$ cat src/rtl/mdio_mgmt_pkg.sv
package mdio_mgmt_pkg;

    typedef enum logic [2:0] {
        ST_IDLE,
        ST_ARM,
        ST_PRE,
        ST_HDR,
        ST_TURN,
        ST_DATA,
        ST_FIN
    } mgmt_state_t;

    // Half of the MDC ratio for each index; ratios 4,6,8,10,14,20,28.
    function automatic logic [4:0] half_ratio(input logic [2:0] idx);
        logic [4:0] h;
        case (idx)
            3'd0:    h = 5'd2;
            3'd1:    h = 5'd3;
            3'd2:    h = 5'd4;
            3'd3:    h = 5'd5;
            3'd4:    h = 5'd7;
            3'd5:    h = 5'd10;
            default: h = 5'd14;
        endcase
        return h;
    endfunction

endpackage

$ cat src/rtl/mdio_mdc_gen.sv
module mdio_mdc_gen
    import mdio_mgmt_pkg::*;
#(
    parameter int SEL_W = 3,
    parameter int CNT_W = 5
) (
    input  logic             clk,
    input  logic             rst_n,
    input  logic             soft_clr,
    input  logic [SEL_W-1:0] div_sel,
    output logic             mdc,
    output logic             mdc_rise,
    output logic             mdc_fall
);

    logic [CNT_W-1:0] cnt_q;
    logic             mdc_q;
    logic [CNT_W-1:0] lim;
    logic             toggle;

    assign lim    = CNT_W'(half_ratio(3'(div_sel)) - 5'd1);
    // >= keeps the counter bounded when the ratio shrinks mid-count
    assign toggle = (cnt_q >= lim);

    always_ff @(posedge clk or negedge rst_n) begin
        if (!rst_n) begin
            cnt_q <= '0;
            mdc_q <= 1'b0;
        end else if (soft_clr) begin
            cnt_q <= '0;
            mdc_q <= 1'b0;
        end else if (toggle) begin
            cnt_q <= '0;
            mdc_q <= ~mdc_q;
        end else begin
            cnt_q <= cnt_q + CNT_W'(1);
        end
    end

    assign mdc      = mdc_q;
    assign mdc_rise = toggle & ~mdc_q & ~soft_clr;
    assign mdc_fall = toggle &  mdc_q & ~soft_clr;

endmodule

$ cat src/rtl/mdio_host_regs.sv
module mdio_host_regs #(
    parameter int PHY_AW = 5,
    parameter int REG_AW = 5,
    parameter int DATA_W = 16
) (
    input  logic                     clk,
    input  logic                     rst_n,
    input  logic                     soft_clr,
    input  logic                     busy,
    input  logic                     addr_we,
    input  logic [PHY_AW+REG_AW-1:0] addr_wdata,
    input  logic                     wdat_we,
    input  logic [DATA_W-1:0]        wdat_wdata,
    input  logic                     cmd_we,
    input  logic                     cmd_rd,
    input  logic                     rd_load,
    input  logic [DATA_W-1:0]        rd_value,
    output logic [PHY_AW-1:0]        phy_addr,
    output logic [REG_AW-1:0]        reg_addr,
    output logic [DATA_W-1:0]        tx_data,
    output logic                     go_write,
    output logic                     go_read,
    output logic                     rd_cmd_bit,
    output logic [DATA_W-1:0]        rd_data
);

    logic [PHY_AW+REG_AW-1:0] addr_q;
    logic                     rd_cmd_q;
    logic [DATA_W-1:0]        rd_data_q;
    logic                     accept;

    assign accept   = ~busy & ~soft_clr;
    assign go_write = wdat_we & accept;
    // write wins when both strobes land in one cycle
    assign go_read  = cmd_we & cmd_rd & ~rd_cmd_q & accept & ~wdat_we;

    always_ff @(posedge clk or negedge rst_n) begin
        if (!rst_n) begin
            addr_q    <= '0;
            rd_cmd_q  <= 1'b0;
            rd_data_q <= '0;
        end else begin
            if (addr_we && accept) addr_q   <= addr_wdata;
            if (cmd_we && accept)  rd_cmd_q <= cmd_rd;
            if (rd_load)           rd_data_q <= rd_value;
        end
    end

    assign phy_addr   = addr_q[PHY_AW+REG_AW-1:REG_AW];
    assign reg_addr   = addr_q[REG_AW-1:0];
    assign tx_data    = wdat_wdata;
    assign rd_cmd_bit = rd_cmd_q;
    assign rd_data    = rd_data_q;

endmodule

$ cat src/rtl/mdio_frame_fsm.sv
module mdio_frame_fsm
    import mdio_mgmt_pkg::*;
#(
    parameter int PHY_AW  = 5,
    parameter int REG_AW  = 5,
    parameter int DATA_W  = 16,
    parameter int PRE_LEN = 32
) (
    input  logic              clk,
    input  logic              rst_n,
    input  logic              soft_clr,
    input  logic              mdc_rise,
    input  logic              mdc_fall,
    input  logic              go_write,
    input  logic              go_read,
    input  logic [PHY_AW-1:0] phy_addr,
    input  logic [REG_AW-1:0] reg_addr,
    input  logic [DATA_W-1:0] tx_data,
    input  logic              mdio_i,
    output logic              busy,
    output logic              mdio_o,
    output logic              mdio_oe,
    output logic              rd_load,
    output logic [DATA_W-1:0] rd_value
);

    localparam int HDR_LEN    = 4 + PHY_AW + REG_AW;
    localparam int FRAME_LEN  = PRE_LEN + HDR_LEN + 2 + DATA_W;
    localparam int IDX_W      = $clog2(FRAME_LEN);
    localparam int TA_FIRST   = PRE_LEN + HDR_LEN;
    localparam int DATA_FIRST = TA_FIRST + 2;
    localparam logic [IDX_W-1:0] HDR_I  = IDX_W'(PRE_LEN);
    localparam logic [IDX_W-1:0] TA_I   = IDX_W'(TA_FIRST);
    localparam logic [IDX_W-1:0] DATA_I = IDX_W'(DATA_FIRST);
    localparam logic [IDX_W-1:0] LAST_I = IDX_W'(FRAME_LEN - 1);

    mgmt_state_t            state_q, state_d;
    logic [IDX_W-1:0]       bit_idx_q;
    logic [IDX_W-1:0]       nxt_idx;
    logic [FRAME_LEN-1:0]   frame_q;
    logic                   is_rd_q;
    logic [DATA_W-1:0]      rx_q;
    logic                   mdio_o_q;
    logic                   mdio_oe_q;
    logic                   rd_load_q;

    assign nxt_idx = bit_idx_q + IDX_W'(1);

    function automatic mgmt_state_t region_of(input logic [IDX_W-1:0] idx);
        if (idx < HDR_I)       return ST_PRE;
        else if (idx < TA_I)   return ST_HDR;
        else if (idx < DATA_I) return ST_TURN;
        else                   return ST_DATA;
    endfunction

    // next-state logic
    always_comb begin
        state_d = state_q;
        unique case (state_q)
            ST_IDLE: if (go_write || go_read) state_d = ST_ARM;
            ST_ARM:  if (mdc_fall) state_d = ST_PRE;
            ST_PRE, ST_HDR, ST_TURN, ST_DATA: begin
                if (mdc_fall) begin
                    if (bit_idx_q == LAST_I) state_d = ST_FIN;
                    else                     state_d = region_of(nxt_idx);
                end
            end
            ST_FIN:  state_d = ST_IDLE;
            default: state_d = ST_IDLE;
        endcase
    end

    // state register
    always_ff @(posedge clk or negedge rst_n) begin
        if (!rst_n)        state_q <= ST_IDLE;
        else if (soft_clr) state_q <= ST_IDLE;
        else               state_q <= state_d;
    end

    // datapath and outputs
    always_ff @(posedge clk or negedge rst_n) begin
        if (!rst_n) begin
            bit_idx_q <= '0;
            frame_q   <= '0;
            is_rd_q   <= 1'b0;
            rx_q      <= '0;
            mdio_o_q  <= 1'b1;
            mdio_oe_q <= 1'b0;
            rd_load_q <= 1'b0;
        end else if (soft_clr) begin
            bit_idx_q <= '0;
            frame_q   <= '0;
            is_rd_q   <= 1'b0;
            rx_q      <= '0;
            mdio_o_q  <= 1'b1;
            mdio_oe_q <= 1'b0;
            rd_load_q <= 1'b0;
        end else begin
            rd_load_q <= 1'b0;
            unique case (state_q)
                ST_IDLE: begin
                    if (go_write || go_read) begin
                        is_rd_q <= ~go_write;
                        frame_q <= {{PRE_LEN{1'b1}}, 2'b01,
                                    go_write ? 2'b01 : 2'b10,
                                    phy_addr, reg_addr,
                                    go_write ? 2'b10 : 2'b11,
                                    go_write ? tx_data : {DATA_W{1'b0}}};
                    end
                end
                ST_ARM: begin
                    if (mdc_fall) begin
                        bit_idx_q <= '0;
                        mdio_o_q  <= frame_q[FRAME_LEN-1];
                        frame_q   <= frame_q << 1;
                        mdio_oe_q <= 1'b1;
                    end
                end
                ST_PRE, ST_HDR, ST_TURN, ST_DATA: begin
                    if (mdc_rise && state_q == ST_DATA) begin
                        rx_q <= {rx_q[DATA_W-2:0], mdio_i};
                    end
                    if (mdc_fall) begin
                        if (bit_idx_q == LAST_I) begin
                            mdio_o_q  <= 1'b1;
                            mdio_oe_q <= 1'b0;
                            rd_load_q <= is_rd_q;
                        end else begin
                            bit_idx_q <= nxt_idx;
                            mdio_o_q  <= frame_q[FRAME_LEN-1];
                            frame_q   <= frame_q << 1;
                            mdio_oe_q <= ~is_rd_q | (nxt_idx < TA_I);
                        end
                    end
                end
                ST_FIN: begin
                end
                default: begin
                end
            endcase
        end
    end

    assign busy     = (state_q != ST_IDLE);
    assign mdio_o   = mdio_o_q;
    assign mdio_oe  = mdio_oe_q;
    assign rd_load  = rd_load_q;
    assign rd_value = rx_q;

endmodule

$ cat src/rtl/mdio_mgmt_engine.sv
module mdio_mgmt_engine #(
    parameter int PHY_AW  = 5,
    parameter int REG_AW  = 5,
    parameter int DATA_W  = 16,
    parameter int PRE_LEN = 32,
    parameter int SEL_W   = 3,
    parameter int CNT_W   = 5
) (
    input  logic                     clk,
    input  logic                     rst_n,
    input  logic [SEL_W-1:0]         cfg_div_sel,
    input  logic                     cfg_soft_rst,
    input  logic                     addr_we,
    input  logic [PHY_AW+REG_AW-1:0] addr_wdata,
    input  logic                     wdat_we,
    input  logic [DATA_W-1:0]        wdat_wdata,
    input  logic                     cmd_we,
    input  logic                     cmd_rd,
    output logic                     rd_cmd_bit,
    output logic [DATA_W-1:0]        rd_data,
    output logic                     busy,
    output logic                     mdc,
    output logic                     mdio_o,
    output logic                     mdio_oe,
    input  logic                     mdio_i
);

    logic              mdc_rise, mdc_fall;
    logic              go_write, go_read;
    logic [PHY_AW-1:0] phy_addr;
    logic [REG_AW-1:0] reg_addr;
    logic [DATA_W-1:0] tx_data;
    logic              rd_load;
    logic [DATA_W-1:0] rd_value;

    mdio_mdc_gen #(.SEL_W(SEL_W), .CNT_W(CNT_W)) u_mdc (
        .clk      (clk),
        .rst_n    (rst_n),
        .soft_clr (cfg_soft_rst),
        .div_sel  (cfg_div_sel),
        .mdc      (mdc),
        .mdc_rise (mdc_rise),
        .mdc_fall (mdc_fall)
    );

    mdio_host_regs #(.PHY_AW(PHY_AW), .REG_AW(REG_AW), .DATA_W(DATA_W)) u_regs (
        .clk        (clk),
        .rst_n      (rst_n),
        .soft_clr   (cfg_soft_rst),
        .busy       (busy),
        .addr_we    (addr_we),
        .addr_wdata (addr_wdata),
        .wdat_we    (wdat_we),
        .wdat_wdata (wdat_wdata),
        .cmd_we     (cmd_we),
        .cmd_rd     (cmd_rd),
        .rd_load    (rd_load),
        .rd_value   (rd_value),
        .phy_addr   (phy_addr),
        .reg_addr   (reg_addr),
        .tx_data    (tx_data),
        .go_write   (go_write),
        .go_read    (go_read),
        .rd_cmd_bit (rd_cmd_bit),
        .rd_data    (rd_data)
    );

    mdio_frame_fsm #(.PHY_AW(PHY_AW), .REG_AW(REG_AW), .DATA_W(DATA_W),
                     .PRE_LEN(PRE_LEN)) u_fsm (
        .clk      (clk),
        .rst_n    (rst_n),
        .soft_clr (cfg_soft_rst),
        .mdc_rise (mdc_rise),
        .mdc_fall (mdc_fall),
        .go_write (go_write),
        .go_read  (go_read),
        .phy_addr (phy_addr),
        .reg_addr (reg_addr),
        .tx_data  (tx_data),
        .mdio_i   (mdio_i),
        .busy     (busy),
        .mdio_o   (mdio_o),
        .mdio_oe  (mdio_oe),
        .rd_load  (rd_load),
        .rd_value (rd_value)
    );

endmodule

$ cat config.mk
export PLATFORM = sky130hd
export DESIGN_NAME = mdio_mgmt_engine
export DESIGN_NICKNAME = d
export VERILOG_FILES = /design/src/rtl/mdio_mgmt_pkg.sv /design/src/rtl/mdio_mdc_gen.sv /design/src/rtl/mdio_host_regs.sv /design/src/rtl/mdio_frame_fsm.sv /design/src/rtl/mdio_mgmt_engine.sv
export SDC_FILE = /design/constraint.sdc
export NUM_CORES = 1
export LEC_CHECK = 0
export ABC_AREA = 1
export BUFFER_PORTS_ARGS = -buffer_cell sky130_fd_sc_hd__buf_2
export CAP_MARGIN = 20
export CORE_MARGIN = 3
export CORE_UTILIZATION = 54
export CTS_BUF_LIST = sky130_fd_sc_hd__clkbuf_8 sky130_fd_sc_hd__clkbuf_16
export DETAILED_ROUTE_END_ITERATION = 10
export PLACE_DENSITY_LB_ADDON = 0.15
export SYNTH_ARGS = -nofsm -noshare
export SYNTH_HDL_FRONTEND = slang
export SYNTH_SLANG_ARGS = --single-unit
$ cat constraint.sdc
create_clock -name clk -period 1.75 [get_ports clk]
set_input_delay 0.175 -clock clk [delete_from_list [all_inputs] [get_ports clk]]
set_output_delay 0.175 -clock clk [all_outputs]
set_load 0.01 [all_outputs]
==> results.json, run 1 <==
{
  "cap_viol_max_count": 0,
  "gp_congestion": 0.849,
  "cts_tree": "done",
  "worstPathMaxFanout": 15,
  "num_vias": 5842,
  "setup_tns_ns": -7.79,
  "grt_pass1_wl_um": 25900,
  "port_buffers": 57,
  "cp_data_arrival_time_ns": 2.22,
  "dieArea_um2": 13200,
  "drt-vias-per-instance": 5.55,
  "core_um2": 11500,
  "clock_latency_ns": 0.42,
  "violations": "setup timing",
  "grt_pass1_vias": 5475,
  "min_period_ns": 1.89,
  "final_common_cell": "nand2_1",
  "clockBufferDepth": 2,
  "die_h_um": 115,
  "grt_setup_unrepaired": "true",
  "synth.area.top_cells": "dfrtp_1 (49%), nand2_1 (14%), nand4_1 (6.8%), o21ai_0 (5.5%), inv_1 (5.2%)",
  "status": "complete, but fails checks",
  "grt_overflow": 0,
  "yosysTopAreaCell": "dfrtp_1",
  "r2r_end": "u_fsm.rd_value[4]",
  "yosysSeqAreaShare": 0.494,
  "met3_length_um": 694,
  "syn_area_per_cell_um2": 8.03,
  "diodes": 0,
  "grt_usage": 0.243,
  "grt_max_degree": 50,
  "synth_area_um2": 6390,
  "post_drt_wl_per_cell_um": 15.3,
  "yosys_warnings": 0,
  "hpwl_um": 8890,
  "syn_to_final_growth_pct": 33.3,
  "cp.required_ns": 2.08,
  "totalWireLength_um": 16100,
  "layout.nets": 942,
  "path_class": "reg2reg",
  "vdd_drop_max_mv": 0.794,
  "cts-buffers-inserted": 17,
  "hold_class": "in2reg",
  "netlist.area_leader.share": 0.489,
  "worst_clock_skew_ns": 0.0108,
  "fmax_mhz": 528,
  "min_period_over_period": 1.08,
  "met1_length_um": 6930,
  "ff2ff_path_depth": 11,
  "hold_viol_final": 0,
  "worst_setup_path_end_kind": "flop",
  "htree_levels": 4,
  "worst_slack_ns": -0.145,
  "ant_nets": 0,
  "dr.pass1.iters": 5,
  "critical_path.startpoint": "u_mdc.cnt_q[4]",
  "syn_nets": 841,
  "post-place-ws_ns": -0.313,
  "ys_ff_latch": 126,
  "slew_viol_final": 0,
  "power_density_nw_per_um2": 1600,
  "drtIter0Drc": 471,
  "num_rows": 39,
  "path_clk_slew_ns": 0.05,
  "cp-endpoint": "u_fsm.rd_value[4]",
  "io_pins": 58,
  "start_util": 0.555,
  "top_layer_used": "met4",
  "wl_met2_um": 8170,
  "r2r_slack_ns": -0.14,
  "die_w_um": 115,
  "antenna_found_initial": 0,
  "start_kind": "flop",
  "r2r-start": "u_mdc.cnt_q[4]",
  "root_buffer": "clkbuf_16",
  "cts_num_sinks": 126,
  "synth_cell_types": 38,
  "p_leak_nw": 4.47,
  "final_cell_mix": "nand2_1 (184), dfrtp_1 (125), inv_1 (89)",
  "layout-drive-gt1-share": 0.281,
  "route.detailed.drc": 0,
  "setup_viol": 80,
  "synth_cells": 796
}
-- sequential cells by signal, indices dropped and copies added (netlist names), 3 cells and up --
name	flops
u_fsm.bit_idx_q	6
u_fsm.rd_value	16
u_fsm.frame_q	64
u_regs.addr_q	10
u_fsm.state_q	3
u_regs.rd_data	16
u_mdc.cnt_q	5
-- routing by layer --
layer | track usage | vias to the layer above
met3 | 0.0526 | 29
met2 | 0.395 | 163
met4 | 0.0931 | 0
li1 | - | 2793
met1 | 0.322 | 2857
met5 | 0 | -
-- synth_stat cells, drive strengths merged --
cell type / count
nand2: 248
dfrtp: 125
inv: 91
o21ai: 70
nand4: 69
nor2: 50
buf: 40
nand3: 33
a21oi: 18
o22ai: 15
clkbuf: 11
ha: 8
nor3: 4
xor2: 3
or2: 2
and3: 1
clkinv: 1
conb: 1
dfstp: 1
mux2: 1
nor3b: 1
o211ai: 1
o31ai: 1
xnor2: 1
-- area by class of cell --
type                       instances  area [µm²]
fill                             798        2990
timing repair buffer             133        1260
inverter                          92         348
tap                              143         179
clock inverter                    12         119
multi-input combinational        527        3000
clock buffer                      20         467
sequential                       126        3150
-- stage by stage --
| step | cell area [µm²] | hold WS [ns] | instances | utilization | total power (W) |
|---|---|---|---|---|---|
| finish | 8520 | 0.0327 | 1053 | 0.740 | 0.0136 |
| global route | 8520 | 0.0485 | 1053 | 0.740 | 0.0144 |
| CTS | 8120 | 0.00684 | 1047 | 0.705 | 0.0130 |
| detailed placement | 6980 | 0.166 | 984 | 0.606 | 0.00843 |
| global placement | 6980 | 0.166 | 984 | 0.606 | 0.00825 |
| floorplan | 6450 | -0.121 | 796 | - | 0.00739 |
-- how the worst min path moves through the flow --
stage,start,endpoint,slack [ns],cells past startpoint
floorplan,rst_n,u_fsm.bit_idx_q[0],-0.12,0
global placement,rst_n,u_mdc.cnt_q[2],0.17,1
detailed placement,rst_n,u_mdc.cnt_q[2],0.17,1
CTS,mdio_i,u_fsm.rd_value[0],0.007,3
global route,mdio_i,u_fsm.rd_value[0],0.05,3
finish,mdio_i,u_fsm.rd_value[0],0.03,3
-- power breakdown --
part	total (W)	internal (W)	switching, W
logic	0.00587	0.00255	0.00331
registers	0.00427	0.00374	0.000527
clock network	0.00347	0.00219	0.00128
total	0.0136	0.00848	0.00512
-- kinds of logic after synthesis --
| family | count (synthesis) | share of synthesized area |
|---|---|---|
| simple gates | 408 | 0.289 |
| buf+inv | 143 | 0.106 |
| flops | 126 | 0.494 |
| compound gates | 105 | 0.0887 |
| fa+ha+maj | 8 | 0.0157 |
| xor+xnor | 4 | 0.00548 |
| other cells | 1 | 0.000587 |
| mux | 1 | 0.00176 |
-- worst max-delay path, cell delays in order, from the launching register on --
cell and delay [ns]:
dfrtp_1 0.40, ha_4 0.24, nand2_4 0.07, inv_4 0.03
buf_4 0.13, a21oi_4 0.13, nand3_2 0.09, buf_4 0.14
buf_6 0.11, nand3_4 0.14, nand2_8 0.14, o22ai_1 0.17
-- timing repair --
item	CTS	global route
gates resized for setup	47	78
hold buffers	11	0
buffers inserted	14	7
pin swaps	15	8
endpoints found under the setup margin	85	105
cloned	6	5
hold endpoints to repair	39	0
Power figures use the tool's default switching activity.
==> inputs of run 2 (changes only) <==
Settings changed: CORE_UTILIZATION 54 to 40.
==> run 2 against run 1 <==
  * The flow still finishes with violations (setup timing)
  * Critical endpoint is now u_fsm.frame_q[22]
  * Fmax up 3.8%
  * Clock-buffer cell count up 1
  * Critical path type unchanged
  * Largest cell class unchanged
  * Clock power down 1%
  * Non-clock buffer count down 15
  * Die area up 33%
==> results.json, run 2 (synthesis results as in run 1) <==
{
  "htree_levels": 4,
  "ant_nets": 0,
  "route.detailed.drc": 0,
  "final_area_um2": 8050,
  "post_drt_wl_per_cell_um": 13.4,
  "regArea_um2": 3150,
  "clock_latency_ns": 0.42,
  "slew_viol_final": 0,
  "power_w": 0.0121,
  "path_class": "reg2reg",
  "grt_pass1_vias": 5489,
  "final_cell_mix": "nand2_1 (232), dfrtp_1 (125), inv_1 (88)",
  "fmax_mhz": 548,
  "cts_num_sinks": 126,
  "dr.pass1.iters": 4,
  "gp_congestion": 0.833,
  "core_um2": 15400,
  "num_rows": 45,
  "cap_viol_max_count": 0,
  "cts_tree": "done",
  "p_leak_nw": 4.24,
  "final_cells": 1106,
  "path_clk_slew_ns": 0.05,
  "start_util": 0.414,
  "largest-register": "u_fsm.frame_q",
  "port_buffers": 57,
  "worst_clock_skew_ns": 0.0112,
  "antenna_found_initial": 0,
  "worstPathMaxFanout": 20,
  "nFillCells": 1454,
  "grt_setup_unrepaired": "true",
  "num_vias": 5493,
  "syn_to_final_growth_pct": 26.0,
  "root_buffer": "clkbuf_16",
  "io_pins": 58,
  "drt-vias-per-instance": 4.97,
  "cp_data_arrival_time_ns": 2.12,
  "totalWireLength_um": 14800,
  "hold_viol_final": 0,
  "hpwl_um": 9110,
  "r2r-start": "u_mdc.cnt_q[4]",
  "cp.required_ns": 2.04,
  "multi_input_area_um2": 2720,
  "violations": "setup timing",
  "setup_viol": 78,
  "die_h_um": 132,
  "largest_reg_flops": 64,
  "worst_setup_path_end_kind": "flop",
  "final_common_cell": "nand2_1",
  "clockBufferDepth": 2,
  "placed_area_um2": 7070,
  "power_density_nw_per_um2": 1510,
  "cts-buffers-inserted": 17,
  "grt_overflow": 0,
  "hp-start": "mdio_i",
  "grt_pass1_wl_um": 25600,
  "drtIter0Drc": 358,
  "hold_class": "in2reg",
  "diodes": 0,
  "min_period_over_period": 1.04,
  "worst_slack_ns": -0.0751,
  "post-place-ws_ns": -0.356,
  "layout-drive-gt1-share": 0.208,
  "grt_usage": 0.173,
  "start_kind": "flop",
  "status": "complete, but fails checks",
  "vdd_drop_max_mv": 0.795,
  "die_w_um": 132,
  "dieArea_um2": 17500,
  "min_period_ns": 1.83,
  "dp_cells": 1055,
  "critical_path.startpoint": "u_mdc.cnt_q[4]",
  "grt_max_degree": 64,
  "worstMarginPinSlew_ns": 0.530,
  "relSlewSlack": 0.647,
  "layout.nets": 927
}
[run 2: cell count changes in the layout (fill, tap and decap cells not counted), sizes merged]
cell / previous run / this run
buf: 118 / 105
bufinv: 2 / 1
clkbuf: 24 / 23
clkinvlp: 2 / 4
inv: 96 / 94
[run 2: repair_timing]
| action | 4_1_cts | 5_1_grt |
|---|---|---|
| gates cloned | 1 | 2 |
| hold buffers | 11 | 0 |
| hold endpoints to repair | 40 | 0 |
| gates resized for setup | 12 | 22 |
| buffers inserted | 3 | 2 |
| pin swaps | 1 | 0 |
| endpoints found under the setup margin | 87 | 93 |
[run 2: routing by layer]
metal / track usage / wire length [µm] / up-vias
met4: 0.0560 / 135 / 0
met2: 0.284 / 7070 / 112
met5: 0 / 0 / -
li1: - / - / 2762
met3: 0.0347 / 530 / 11
met1: 0.231 / 7110 / 2608
[run 2: worst max-delay path, cell delays in order (launching register included)]
cell and delay, ns:
dfrtp_1 0.40, ha_4 0.29, nand2_2 0.05, clkinv_2 0.06, nand4_1 0.13, nand3_2 0.14
nand2_4 0.07, nand2_8 0.12, nand3_4 0.14, buf_12 0.20, nand2_1 0.06, nand2_1 0.05
[run 2: worst paths after layout]
check	to	slack, ns	cells after the start
worst max-delay path	u_fsm.frame_q[22]	-0.08	11
worst min-delay path	u_fsm.rd_value[0]	0.04	3
worst max register to register	u_fsm.frame_q[22]	-0.08	11
worst min register to register	u_fsm.frame_q[45]	0.47	2
max in group asynchronous	u_fsm.mdio_o	0.79	3
min in group asynchronous	u_mdc.cnt_q[2]	0.30	2
[run 2: layout make-up]
cell class / count / share of cell area
flip-flops and latches: 126 / 0.392
multi-input cells: 527 / 0.338
repair buffers: 118 / 0.122
clock buffers: 21 / 0.0597
inverters: 92 / 0.0430
well taps: 211 / 0.0328
clock inverters: 11 / 0.0130
[run 2: per-stage QoR]
step	TNS [ns]	utilization	hold WS (ns)
after floorplan	-2.34	-	-0.121
final	-3.74	0.522	0.0368
after global routing	-13.55	0.522	0.0533
after global placement	-23.67	0.458	0.183
after CTS	-4.64	0.511	0.00763
after detailed placement	-28.24	0.458	0.186
[run 2: report_power, final]
group / total (W) / leakage, nW / switching, W / internal, W
clock network: 0.00342 / 0.279 / 0.00131 / 0.00211
logic: 0.00457 / 2.30 / 0.00280 / 0.00177
registers: 0.00413 / 1.67 / 0.000398 / 0.00374
